==> src/rtl/exc_entry_pkg.sv <==
// Shared constants and types for the exception entry controller.
// Assumes cause codes index the request vector directly.
package exc_entry_pkg;
    localparam int unsigned NUM_CAUSES = 8;
    localparam int unsigned CAUSE_W    = $clog2(NUM_CAUSES);
    localparam int unsigned VEC_SHIFT  = 5;                   // 32-byte vector spacing
    localparam int unsigned BASE_LSB   = CAUSE_W + VEC_SHIFT; // low base bits forced to zero

    localparam int unsigned CAUSE_RST  = 0;
    localparam int unsigned CAUSE_IRQ  = 6;

    // Causes of the debug class: breakpoint (1) and watchpoint (3)
    localparam logic [NUM_CAUSES-1:0] DEBUG_CLASS = 8'b0000_1010;

    // Enable register bit positions
    localparam int unsigned IE_GLB   = 0;
    localparam int unsigned IE_SAV_N = 1;
    localparam int unsigned IE_SAV_D = 2;
    localparam int unsigned IE_W     = 3;

    typedef struct packed {
        logic               hit;
        logic               dbg;
        logic [CAUSE_W-1:0] cause;
    } exc_pick_t;
endpackage

==> src/rtl/exc_cause_pick.sv <==
// Masks the request vector and picks the lowest pending cause.
// Assumes blank_i is high in the cycle a redirect is being presented.
module exc_cause_pick
    import exc_entry_pkg::*;
(
    input  logic [NUM_CAUSES-1:0] req_i,
    input  logic                  glb_ie_i,
    input  logic                  blank_i,
    output exc_pick_t             pick_o
);
    logic [NUM_CAUSES-1:0] gated;
    logic [NUM_CAUSES:0]   seen;
    logic [NUM_CAUSES-1:0] first;

    // Remove the reset code, the masked interrupt and everything while blanked
    always_comb begin
        gated            = req_i;
        gated[CAUSE_RST] = 1'b0;
        gated[CAUSE_IRQ] = req_i[CAUSE_IRQ] & glb_ie_i;
        if (blank_i) gated = '0;
    end

    assign seen[0] = 1'b0;
    for (genvar g = 0; g < NUM_CAUSES; g++) begin : g_chain
        assign seen[g+1] = seen[g] | gated[g];
        assign first[g]  = gated[g] & ~seen[g];
    end

    // Encode the single winning bit into a code and its class
    always_comb begin
        logic [CAUSE_W-1:0] c;
        c = '0;
        for (int i = 0; i < NUM_CAUSES; i++) begin
            c = c | (first[i] ? CAUSE_W'(i) : '0);
        end
        pick_o.hit   = seen[NUM_CAUSES];
        pick_o.dbg   = |(first & DEBUG_CLASS);
        pick_o.cause = c;
    end
endmodule

==> src/rtl/exc_vector_gen.sv <==
// Builds the vector address from the selected base and the cause code.
// Assumes base bits below BASE_LSB are don't-care; they are replaced.
module exc_vector_gen
    import exc_entry_pkg::*;
#(
    parameter int unsigned ADDR_W = 32
) (
    input  logic [ADDR_W-1:0] eba_i,
    input  logic [ADDR_W-1:0] deba_i,
    input  logic              remap_i,
    input  exc_pick_t         pick_i,
    output logic [ADDR_W-1:0] vec_o
);
    logic [ADDR_W-1:0] base;

    // Base choice: debug class or remap selects the debug base
    always_comb base = (pick_i.dbg || remap_i) ? deba_i : eba_i;

    // Concatenation in place of an adder: no carry path into the base
    always_comb vec_o = {base[ADDR_W-1:BASE_LSB], pick_i.cause, {VEC_SHIFT{1'b0}}};
endmodule

==> src/rtl/exc_enable_upd.sv <==
// Computes the enable register value after entry for either class.
// Assumes it is only consumed when an entry is taken.
module exc_enable_upd
    import exc_entry_pkg::*;
(
    input  logic [IE_W-1:0] ie_i,
    input  logic            dbg_i,
    output logic [IE_W-1:0] ie_o
);
    // Save global enable into the class's saved bit and clear it
    always_comb begin
        ie_o = ie_i;
        if (dbg_i) ie_o[IE_SAV_D] = ie_i[IE_GLB];
        else       ie_o[IE_SAV_N] = ie_i[IE_GLB];
        ie_o[IE_GLB] = 1'b0;
    end
endmodule

==> src/rtl/exc_entry_ctrl.sv <==
// Exception entry controller top: registers the redirect, link and enable
// results one cycle after requests are sampled. Assumes the core applies
// them only while redir_o is high.
module exc_entry_ctrl
    import exc_entry_pkg::*;
#(
    parameter int unsigned ADDR_W = 32
) (
    input  logic                  clk,
    input  logic                  rst_n,
    input  logic [NUM_CAUSES-1:0] exc_req_i,
    input  logic [ADDR_W-1:0]     pc_i,
    input  logic [IE_W-1:0]       ie_i,
    input  logic [ADDR_W-1:0]     eba_i,
    input  logic [ADDR_W-1:0]     deba_i,
    input  logic                  remap_i,
    output logic                  redir_o,
    output logic [ADDR_W-1:0]     redir_pc_o,
    output logic [CAUSE_W-1:0]    cause_o,
    output logic                  ea_we_o,
    output logic                  ba_we_o,
    output logic [ADDR_W-1:0]     link_o,
    output logic [IE_W-1:0]       ie_o
);
    exc_pick_t         pick;
    logic [ADDR_W-1:0] vec;
    logic [IE_W-1:0]   ie_next;

    exc_cause_pick u_pick (
        .req_i    (exc_req_i),
        .glb_ie_i (ie_i[IE_GLB]),
        .blank_i  (redir_o),
        .pick_o   (pick)
    );

    exc_vector_gen #(.ADDR_W(ADDR_W)) u_vec (
        .eba_i   (eba_i),
        .deba_i  (deba_i),
        .remap_i (remap_i),
        .pick_i  (pick),
        .vec_o   (vec)
    );

    exc_enable_upd u_ie (
        .ie_i  (ie_i),
        .dbg_i (pick.dbg),
        .ie_o  (ie_next)
    );

    // Strobe and link-write enables, cleared whenever no entry is taken
    always_ff @(posedge clk) begin
        if (!rst_n) begin
            redir_o <= 1'b0;
            ea_we_o <= 1'b0;
            ba_we_o <= 1'b0;
        end else begin
            redir_o <= pick.hit;
            ea_we_o <= pick.hit & ~pick.dbg;
            ba_we_o <= pick.hit &  pick.dbg;
        end
    end

    // Data results, loaded on entry and held otherwise
    always_ff @(posedge clk) begin
        if (!rst_n) begin
            redir_pc_o <= '0;
            cause_o    <= '0;
            link_o     <= '0;
            ie_o       <= '0;
        end else if (pick.hit) begin
            redir_pc_o <= vec;
            cause_o    <= pick.cause;
            link_o     <= pc_i;
            ie_o       <= ie_next;
        end
    end
endmodule

==> config.mk <==
export PLATFORM = sky130hd
export DESIGN_NAME = exc_entry_ctrl
export DESIGN_NICKNAME = d
export VERILOG_FILES = /design/src/rtl/exc_entry_pkg.sv /design/src/rtl/exc_cause_pick.sv /design/src/rtl/exc_vector_gen.sv /design/src/rtl/exc_enable_upd.sv /design/src/rtl/exc_entry_ctrl.sv
export SDC_FILE = /design/constraint.sdc
export NUM_CORES = 1
export LEC_CHECK = 0
export BUFFER_PORTS_ARGS = -buffer_cell sky130_fd_sc_hd__clkbuf_2
export CORE_MARGIN = 10
export CORE_UTILIZATION = 40
export DETAILED_ROUTE_END_ITERATION = 6
export MAX_ROUTING_LAYER = met4
export PLACE_DENSITY_LB_ADDON = 0.25
export SETUP_SLACK_MARGIN = 0.5
export SLEW_MARGIN = 10
export SYNTH_ARGS = -nofsm -noshare
export SYNTH_HDL_FRONTEND = slang
export SYNTH_SLANG_ARGS = --single-unit
==> constraint.sdc <==
create_clock -name clk -period 4.7 [get_ports clk]
set_clock_uncertainty 0.15 [all_clocks]
set_input_delay 0.47 -clock clk [delete_from_list [all_inputs] [get_ports clk]]
set_output_delay 0.47 -clock clk [all_outputs]
set_load 0.005 [all_outputs]
==> impl_summary.txt, run 1 <==
----------------------------------------------------
[Run status]
  Result of the run ... finished clean

[Layout]
  Post-route core utilization ... 58.54%
  Total non-filler cell area in the finished layout ... 3507 um2
  Fraction of layout instances using a drive strength above 1 ... 53.17%
  Layout overhead on the synthesized area ... 39.80%
  Final-stage net count ... 468
  Fillcell total ... 534
  Number of diodes ... 0

[CTS]
  Maximum buffer depth of the clock tree ... 2
  CTS H-Tree Depth ... 3
  Worst-path clk slew ... 0.08 ns
  Hold buffer count at cts ... 0
  Setup bufs post-CTS ... 0
  Clock network latency to the later pin of the worst-skew pair ... 0.33 ns
  Root buffer cell ... sky130_fd_sc_hd__clkbuf_8
  TritonCTS clock tree ... done
  Number of cells upsized or downsized after cts ... 0
  Number of buffers inserted during clock tree synthesis ... 9
  Clock Sinks ... 64

[Timing]
  Worst max-slew margin expressed relative to the limit ... 36.78%
  Max Slew Vio Count ... 0
  RSZ-0062 raised after global routing ... false
  Part of the cycle the worst path needs ... 46.43%
  Tmin final ... 2.182 ns
  Final-report hold violation count ... 0
  Maximum clock frequency ... 458.2 MHz
  # setup viols final ... 0
  Worst-margin pin slew ... 0.9473 ns
  Total negative slack for setup checks ... 0 ns
  Minimum setup slack in the final design ... 2.518 ns

[Synthesis]
  Flip-flop and latch count after synthesis ... 64
  Top-count cell post-synth ... sky130_fd_sc_hd__dfxtp_1
  Number of warnings reported in the yosys synthesis log ... 0
  Number of flops mapped to enable cells by yosys ... 0
  Most instantiated flip-flop cell in the synthesis netlist ... sky130_fd_sc_hd__dfxtp_1
  Most common library cells after synthesis ... sky130_fd_sc_hd__dfxtp_1, sky130_fd_sc_hd__a22o_1, sky130_fd_sc_hd__mux2i_1
  Proportion of netlist area held by the largest area contributor ... 51.07%
  Avg Inst Size Synth ... 12.24 um2
  Asr flop ratio synth ... 0%
  Most area-hungry cell type in the Yosys netlist ... sky130_fd_sc_hd__dfxtp_1
  Post-synthesis cell count ... 205
  Total standard cell area after synthesis ... 2509 um2
  Part of the Yosys area used for sequential elements ... 51.07%
  Top cells by area in the synthesized netlist ... sky130_fd_sc_hd__dfxtp_1, sky130_fd_sc_hd__a22o_1, sky130_fd_sc_hd__mux2i_1
  Distinct cells, synth ... 28

[Critical path]
  Startpoint-to-endpoint class of the critical path ... input port to register
  Crit path DAT ... 2.30 ns
  Highest fanout seen on the critical path ... 39
  Setup crit end kind ... register
  Critical path launch point type ... input port
  Worst Path Required ... 4.82 ns

[Floorplan]
  Effective utilization at floorplan ... 41.88%
  Die Area ... 9840 um2
  Die X ... 99.20 um
  Number of top-level pins ... 183
  Floorplan core area ... 5991 um2
  Height of the die ... 99.20 um
  Number of standard-cell rows in the floorplan ... 28

[Global routing]
  Number of antenna violations at the first check in global routing ... 0
  Number of global-route vias before repair ... 2364
  Total routing resource utilization after global routing ... 14.69%
  Maximum number of pins on one net before global-route repair ... 40
  First-pass GRT wire length ... 11.35 mm
  Overflow after GRT ... 0

[Power and ir drop]
  Leakage ... 1.759 nW
  Power per cell area ... 395.2 nW/um2
  Peak VDD IR ... 0.2397 mV

[Route]
  ANT nets after route ... 0
  Avg Vias per Cell ... 4.840
  Aggregate routed wire length ... 7.222 mm
  Wirelength per Cell ... 16.49 um
  Total number of vias ... 2120
  DRT Pass-1 Iters ... 4
  Number of DRC violations after detailed routing ... 0
  DRT iter0 DRCs ... 31

[Place]
  Number of buffers inserted by port buffering ... 159
  Standard cell area after detailed placement ... 3253 um2
  Gp weighted congestion ... 0.7653
  Post-DP HPWL ... 5.696 mm
  Post-Place Setup Slack ... 2.150 ns

[Run]
  Max-capacitance violation count ... 0

[Worst hold path]
  Type of the worst min-delay path ... input port to register

----------------------------------------------------
[final timing paths]
kind	startpoint	endpoint	slack, ns	cells after the start
min	pc_i[17]	link_o[17]	0.19	2
max reg2reg	redir_o	link_o[21]	2.53	4
max	exc_req_i[3]	link_o[21]	2.52	6
min reg2reg	redir_pc_o[11]	redir_pc_o[11]	0.31	1
[power by group]
part | leakage [nW] | switching, mW | internal, mW | total, mW
sequential | 0.530 | 0.0259 | 0.586 | 0.612
clock | 0.127 | 0.211 | 0.369 | 0.580
combinational | 1.10 | 0.0916 | 0.102 | 0.194
total | 1.76 | 0.328 | 1.06 | 1.39
[critical path: stages]
cell                       delay [ns]
sky130_fd_sc_hd__clkbuf_2        0.12
sky130_fd_sc_hd__nor3_2          0.26
sky130_fd_sc_hd__a31oi_1         0.19
sky130_fd_sc_hd__nor2b_4         0.55
sky130_fd_sc_hd__buf_4           0.48
sky130_fd_sc_hd__a22o_1          0.22
[per-stage QoR]
| step | power (mW) | hold slack [ns] | cells |
|---|---|---|---|
| 6_report | 1.386 | 0.1907 | 438 |
| 5_1_grt | 1.457 | 0.1749 | 438 |
| 4_1_cts | 1.408 | 0.1698 | 438 |
| 3_5_place_dp | 0.8227 | 0.2963 | 422 |
| 3_3_place_gp | 0.8177 | 0.2953 | 422 |
| 2_1_floorplan | 0.7283 | 0.3058 | 210 |
[registers in the layout (all words and copies together), names as in the netlist]
register	cells
ba_we_o	1
ea_we_o	1
ie_o	2
link_o	32
redir_pc_o	25
cause_o	2
redir_o	1
[placed cells by master (no fill, tap or decap), types with 2 or more instances in the layout]
| master | instances |
|---|---|
| sky130_fd_sc_hd__nor2_1 | 6 |
| sky130_fd_sc_hd__a22o_1 | 32 |
| sky130_fd_sc_hd__conb_1 | 6 |
| sky130_fd_sc_hd__nor2b_1 | 2 |
| sky130_fd_sc_hd__o2bb2ai_1 | 16 |
| sky130_fd_sc_hd__buf_4 | 3 |
| sky130_fd_sc_hd__clkbuf_8 | 10 |
| sky130_fd_sc_hd__clkbuf_2 | 159 |
| sky130_fd_sc_hd__inv_1 | 2 |
| sky130_fd_sc_hd__dfxtp_1 | 64 |
| sky130_fd_sc_hd__nand2b_1 | 2 |
| sky130_fd_sc_hd__mux2i_1 | 26 |
| sky130_fd_sc_hd__o2bb2ai_2 | 11 |
| sky130_fd_sc_hd__and3_1 | 2 |
| sky130_fd_sc_hd__bufinv_16 | 3 |
| sky130_fd_sc_hd__a31oi_1 | 2 |
| sky130_fd_sc_hd__clkinv_4 | 3 |
| sky130_fd_sc_hd__nand2_1 | 2 |
[cell families (layout without fill, tap and decap cells)]
| family | after synthesis | in the layout | share of synthesized area, % |
|---|---|---|---|
| other cells | 1 | 6 | 0.1495 |
| mux | 26 | 26 | 10.37 |
| flops | 64 | 64 | 51.07 |
| buf+inv | 27 | 180 | 8.030 |
| simple gates | 19 | 19 | 4.688 |
| compound gates | 68 | 68 | 25.69 |
[layer usage]
metal | up-vias | track usage, % | routed length, um
met2 | 121 | 21.09 | 3123
met3 | 8 | 8.097 | 980
met4 | 0 | 6.946 | 82
met1 | 928 | 16.22 | 3035
met5 | - | - | 0
li1 | 1063 | - | -
[layout make-up]
class	count	area, um2	area share, %
sequential	64	1281	36.53
clock inverter	6	116.4	3.318
clock buffer	10	137.6	3.924
tap	75	93.84	2.676
multi-input combinational	119	1052	30.00
inverter	2	7.507	0.2141
timing repair buffer	162	818.3	23.33
Power figures use the tool's default switching activity.
==> inputs of run 2 (changes only) <==
--- a/config.mk
+++ b/config.mk
@@ -5,6 +5,7 @@
 export SDC_FILE = /design/constraint.sdc
 export NUM_CORES = 1
 export LEC_CHECK = 0
+export ABC_AREA = 1
 export BUFFER_PORTS_ARGS = -buffer_cell sky130_fd_sc_hd__clkbuf_2
 export CORE_MARGIN = 10
 export CORE_UTILIZATION = 40
==> constraint.sdc (replaced) <==
create_clock -name clk -period 2.3 [get_ports clk]
set_clock_uncertainty 0.15 [all_clocks]
set_input_delay 0.23 -clock clk [delete_from_list [all_inputs] [get_ports clk]]
set_output_delay 0.23 -clock clk [all_outputs]
set_load 0.005 [all_outputs]
==> impl_summary.txt, run 2 <==
----------------------------------------------------
[Floorplan]
  Die Area ... 12460 um2 (+27%)
  Die X ... 111.6 um (+13%)
  Effective utilization at floorplan ... 41.09% (-0.78 points)
  Number of standard-cell rows in the floorplan ... 33 (+18%)
  Floorplan core area ... 8175 um2 (+36%)
  Height of the die ... 111.6 um (+13%)
  Number of top-level pins ... 183 (unchanged)

[Synthesis]
  Most area-hungry cell type in the Yosys netlist ... sky130_fd_sc_hd__dfxtp_1
  Number of flops mapped to enable cells by yosys ... 0 (unchanged)
  Number of warnings reported in the yosys synthesis log ... 0 (unchanged)
  Distinct cells, synth ... 27 (-3.6%)
  Post-synthesis cell count ... 405 (+98%)
  Avg Inst Size Synth ... 8.295 um2 (-32%)
  Part of the Yosys area used for sequential elements ... 38.14% (-13 points)
  Top cells by area in the synthesized netlist ... sky130_fd_sc_hd__dfxtp_1, sky130_fd_sc_hd__nand3_2, sky130_fd_sc_hd__nand4_1
  Flip-flop and latch count after synthesis ... 64 (unchanged)
  Most common library cells after synthesis ... sky130_fd_sc_hd__nand2_1, sky130_fd_sc_hd__dfxtp_1, sky130_fd_sc_hd__nand4_1
  Proportion of netlist area held by the largest area contributor ... 38.14% (-13 points)
  Most instantiated flip-flop cell in the synthesis netlist ... sky130_fd_sc_hd__dfxtp_1
  Top-count cell post-synth ... sky130_fd_sc_hd__nand2_1
  Total standard cell area after synthesis ... 3359 um2 (+34%)
  Asr flop ratio synth ... 0% (unchanged)

[Power and ir drop]
  Share of power burned in registers ... 42.7% (-1.5 points)
  Share of total power consumed by net switching ... 28.07% (+4.4 points)
  Clk network pwr share ... 35.9% (-6.0 points)
  Internal ... 2.125 mW (+100%)
  Leakage ... 2.499 nW (+42%)
  P_sw ... 0.8292 mW (+150%)
  Peak VDD IR ... 0.2989 mV (+25%)
  Power per cell area ... 643.2 nW/um2 (+63%)
  Gate power share ... 21.4% (+7.4 points)

[Layout]
  Registers with the highest flip-flop counts ... link_o (32), redir_pc_o (25)
  Register containing the most flip-flops in the final layout ... link_o
  Total non-filler cell area in the finished layout ... 4592 um2 (+31%)
  Flip-flop count of the largest register after layout ... 32 (unchanged)
  Fillcell total ... 774 (+45%)
  Fraction of layout instances using a drive strength above 1 ... 42.78% (-10 points)
  Final-stage net count ... 687 (+47%)
  Number of diodes ... 0 (unchanged)
  Most used cells in the layout excluding fill and tap cells ... sky130_fd_sc_hd__clkbuf_2, sky130_fd_sc_hd__nand2_1, sky130_fd_sc_hd__dfxtp_1, sky130_fd_sc_hd__nand4_1, sky130_fd_sc_hd__nand3_2
  Leading cell type in the layout, fill and taps excluded ... sky130_fd_sc_hd__clkbuf_2
  Layout overhead on the synthesized area ... 36.69%

[Critical path]
  Startpoint-to-endpoint class of the critical path ... register to register
  Endpoint of the lowest-slack register-to-register path ... redir_pc_o[12]
  Reg2Reg Setup Slack ... 0.68 ns (-1.85 ns)
  Setup crit end kind ... register
  Highest fanout seen on the critical path ... 46 (+18%)
  Crit path DAT ... 1.76 ns (-0.54 ns)
  Critical path launch point type ... register
  CP Capture Point ... redir_pc_o[12]
  Worst Path Required ... 2.44 ns (-2.38 ns)
  Reg-to-reg startpoint ... redir_o
  Setup crit start ... redir_o
  Depth of the worst register-to-register path ... 8 (+4)

[Timing]
  Maximum clock frequency ... 617.1 MHz
  Minimum setup slack in the final design ... 0.6795 ns (-1.838 ns)
  Tmin final ... 1.620 ns
  # setup viols final ... 0 (unchanged)
  RSZ-0062 raised after global routing ... false
  Worst hold margin ... 0.06580 ns (-0.1249 ns)
  Final-report hold violation count ... 0 (unchanged)
  Total negative slack for setup checks ... 0 ns (unchanged)
  Max Slew Vio Count ... 0 (unchanged)
  Part of the cycle the worst path needs ... 70.45%

[CTS]
  Worst-path clk slew ... 0.07 ns (about the same)
  Number of buffers inserted during clock tree synthesis ... 9 (unchanged)
  Clock Sinks ... 64 (unchanged)
  Clock network latency to the later pin of the worst-skew pair ... 0.33 ns (about the same)
  Setup bufs post-CTS ... 0 (unchanged)
  Maximum buffer depth of the clock tree ... 2 (unchanged)
  TritonCTS clock tree ... done
  CTS H-Tree Depth ... 3 (unchanged)
  Root buffer cell ... sky130_fd_sc_hd__clkbuf_8

[Route]
  Met1 wire length ... 4.563 mm (+50%)
  ANT nets after route ... 0 (unchanged)
  DRT Pass-1 Iters ... 5 (+1)
  Avg Vias per Cell ... 4.873 (+0.69%)
  Total number of vias ... 3348 (+58%)
  Highest metal layer with signal wires ... met4
  DRT iter0 DRCs ... 183 (+490%)
  Met2 wire len ... 4.934 mm (+58%)
  Wirelength per Cell ... 14.81 um (-10%)
  Aggregate routed wire length ... 10.18 mm (+41%)
  Met3 routed WL ... 504 um (-49%)
  Number of DRC violations after detailed routing ... 0 (unchanged)

[Place]
  Number of buffers inserted by port buffering ... 159 (unchanged)
  Post-Place Setup Slack ... 0.5426 ns (-1.607 ns)
  Gp weighted congestion ... 0.7553 (-1.3%)
  Standard cell area after detailed placement ... 4054 um2 (+25%)
  Post-DP HPWL ... 7.303 mm (+28%)

[Global routing]
  Maximum number of pins on one net before global-route repair ... 49 (+23%)
  Total routing resource utilization after global routing ... 16.17% (+1.5 points)
  First-pass GRT wire length ... 16.57 mm (+46%)
  Overflow after GRT ... 0 (unchanged)
  Number of global-route vias before repair ... 3325 (+41%)
  Number of antenna violations at the first check in global routing ... 0 (unchanged)

[Run status]
  Result of the run ... finished clean

[Run]
  Max-capacitance violation count ... 0 (unchanged)

[Worst hold path]
  Hold Path Depth ... 5 (+3)
  Type of the worst min-delay path ... input port to register

----------------------------------------------------
## run 2: cell count changes in the layout (fill, tap and decap cells not counted), moves of 11 or more
cell	change
sky130_fd_sc_hd__nand3_2	+52
sky130_fd_sc_hd__o2bb2ai_2	-11
sky130_fd_sc_hd__nand3_1	+11
sky130_fd_sc_hd__o2bb2ai_1	-16
sky130_fd_sc_hd__o21ai_0	+21
sky130_fd_sc_hd__nand4_1	+60
sky130_fd_sc_hd__a22o_1	-32
sky130_fd_sc_hd__mux2i_1	-26
sky130_fd_sc_hd__nand2_1	+90
sky130_fd_sc_hd__inv_1	+32
sky130_fd_sc_hd__dlygate4sd3_1	+32
## run 2: area by class of cell
type	instances	area, um2	share of cell area (%)
Multi-Input combinational cell	265	1618	35.23
Clock inverter	3	65.06	1.417
Clock buffer	13	148.9	3.243
Sequential cell	64	1281	27.90
Tap cell	105	131.4	2.861
Timing Repair Buffer	201	1210	26.35
Inverter	36	137.6	2.997
## run 2: critical path, cell delays in order (launching register included)
cell	delay, ns
sky130_fd_sc_hd__dfxtp_1	0.34
sky130_fd_sc_hd__inv_4	0.14
sky130_fd_sc_hd__nand3b_2	0.11
sky130_fd_sc_hd__nand3_2	0.10
sky130_fd_sc_hd__buf_4	0.34
sky130_fd_sc_hd__nand2_1	0.09
sky130_fd_sc_hd__o21ai_0	0.13
sky130_fd_sc_hd__nand3_2	0.09
sky130_fd_sc_hd__nand2_1	0.06
## run 2: worst min-delay path by stage
stage                from              to  slack, ns
2_1_floorplan     pc_i[0]       link_o[0]       0.20
3_5_place_dp     pc_i[12]      link_o[12]       0.30
6_report       deba_i[17]  redir_pc_o[17]       0.07
5_1_grt        deba_i[21]  redir_pc_o[21]        0.1
3_3_place_gp     pc_i[21]      link_o[21]       0.30
4_1_cts        deba_i[17]  redir_pc_o[17]       0.06
## run 2: logic make-up after synthesis
| family | share of synthesized area [%] |
|---|---|
| other | 0.1116 |
| buffers and inverters | 14.26 |
| AND/OR/NAND/NOR | 43.20 |
| AO/OA/AOI/OAI | 4.283 |
| flip-flops | 38.14 |
## run 2: per-stage QoR
step / instances / util, % / power (mW)
after global routing: 687 / 56.17 / 3.118
after detailed placement: 639 / 49.59 / 1.878
after floorplan: 410 / - / 1.660
after CTS: 687 / 56.12 / 2.987
after global placement: 639 / 49.59 / 1.865
final: 687 / 56.17 / 2.954
## run 2: repair_timing
action / in CTS / in global routing
gates resized for setup: 0 / 1
endpoints found under the setup margin: 0 / 39
hold buffers: 32 / 0
endpoints found under the hold margin: 32 / 0
## run 2: power groups by stage
stage               clock [mW]  combinational [mW]  sequential (mW)
floorplan                    0               0.370             1.29
detailed placement           0               0.594             1.28
global route              1.14               0.709             1.27
CTS                       1.09               0.640             1.26
finish                    1.06               0.632             1.26
global placement             0               0.584             1.28
## run 2: metal layers
metal | global-route usage [%] | up-vias
met4 | 4.370 | 0
met5 | - | -
met2 | 26.50 | 114
met1 | 18.70 | 1519
li1 | - | 1702
met3 | 4.992 | 13
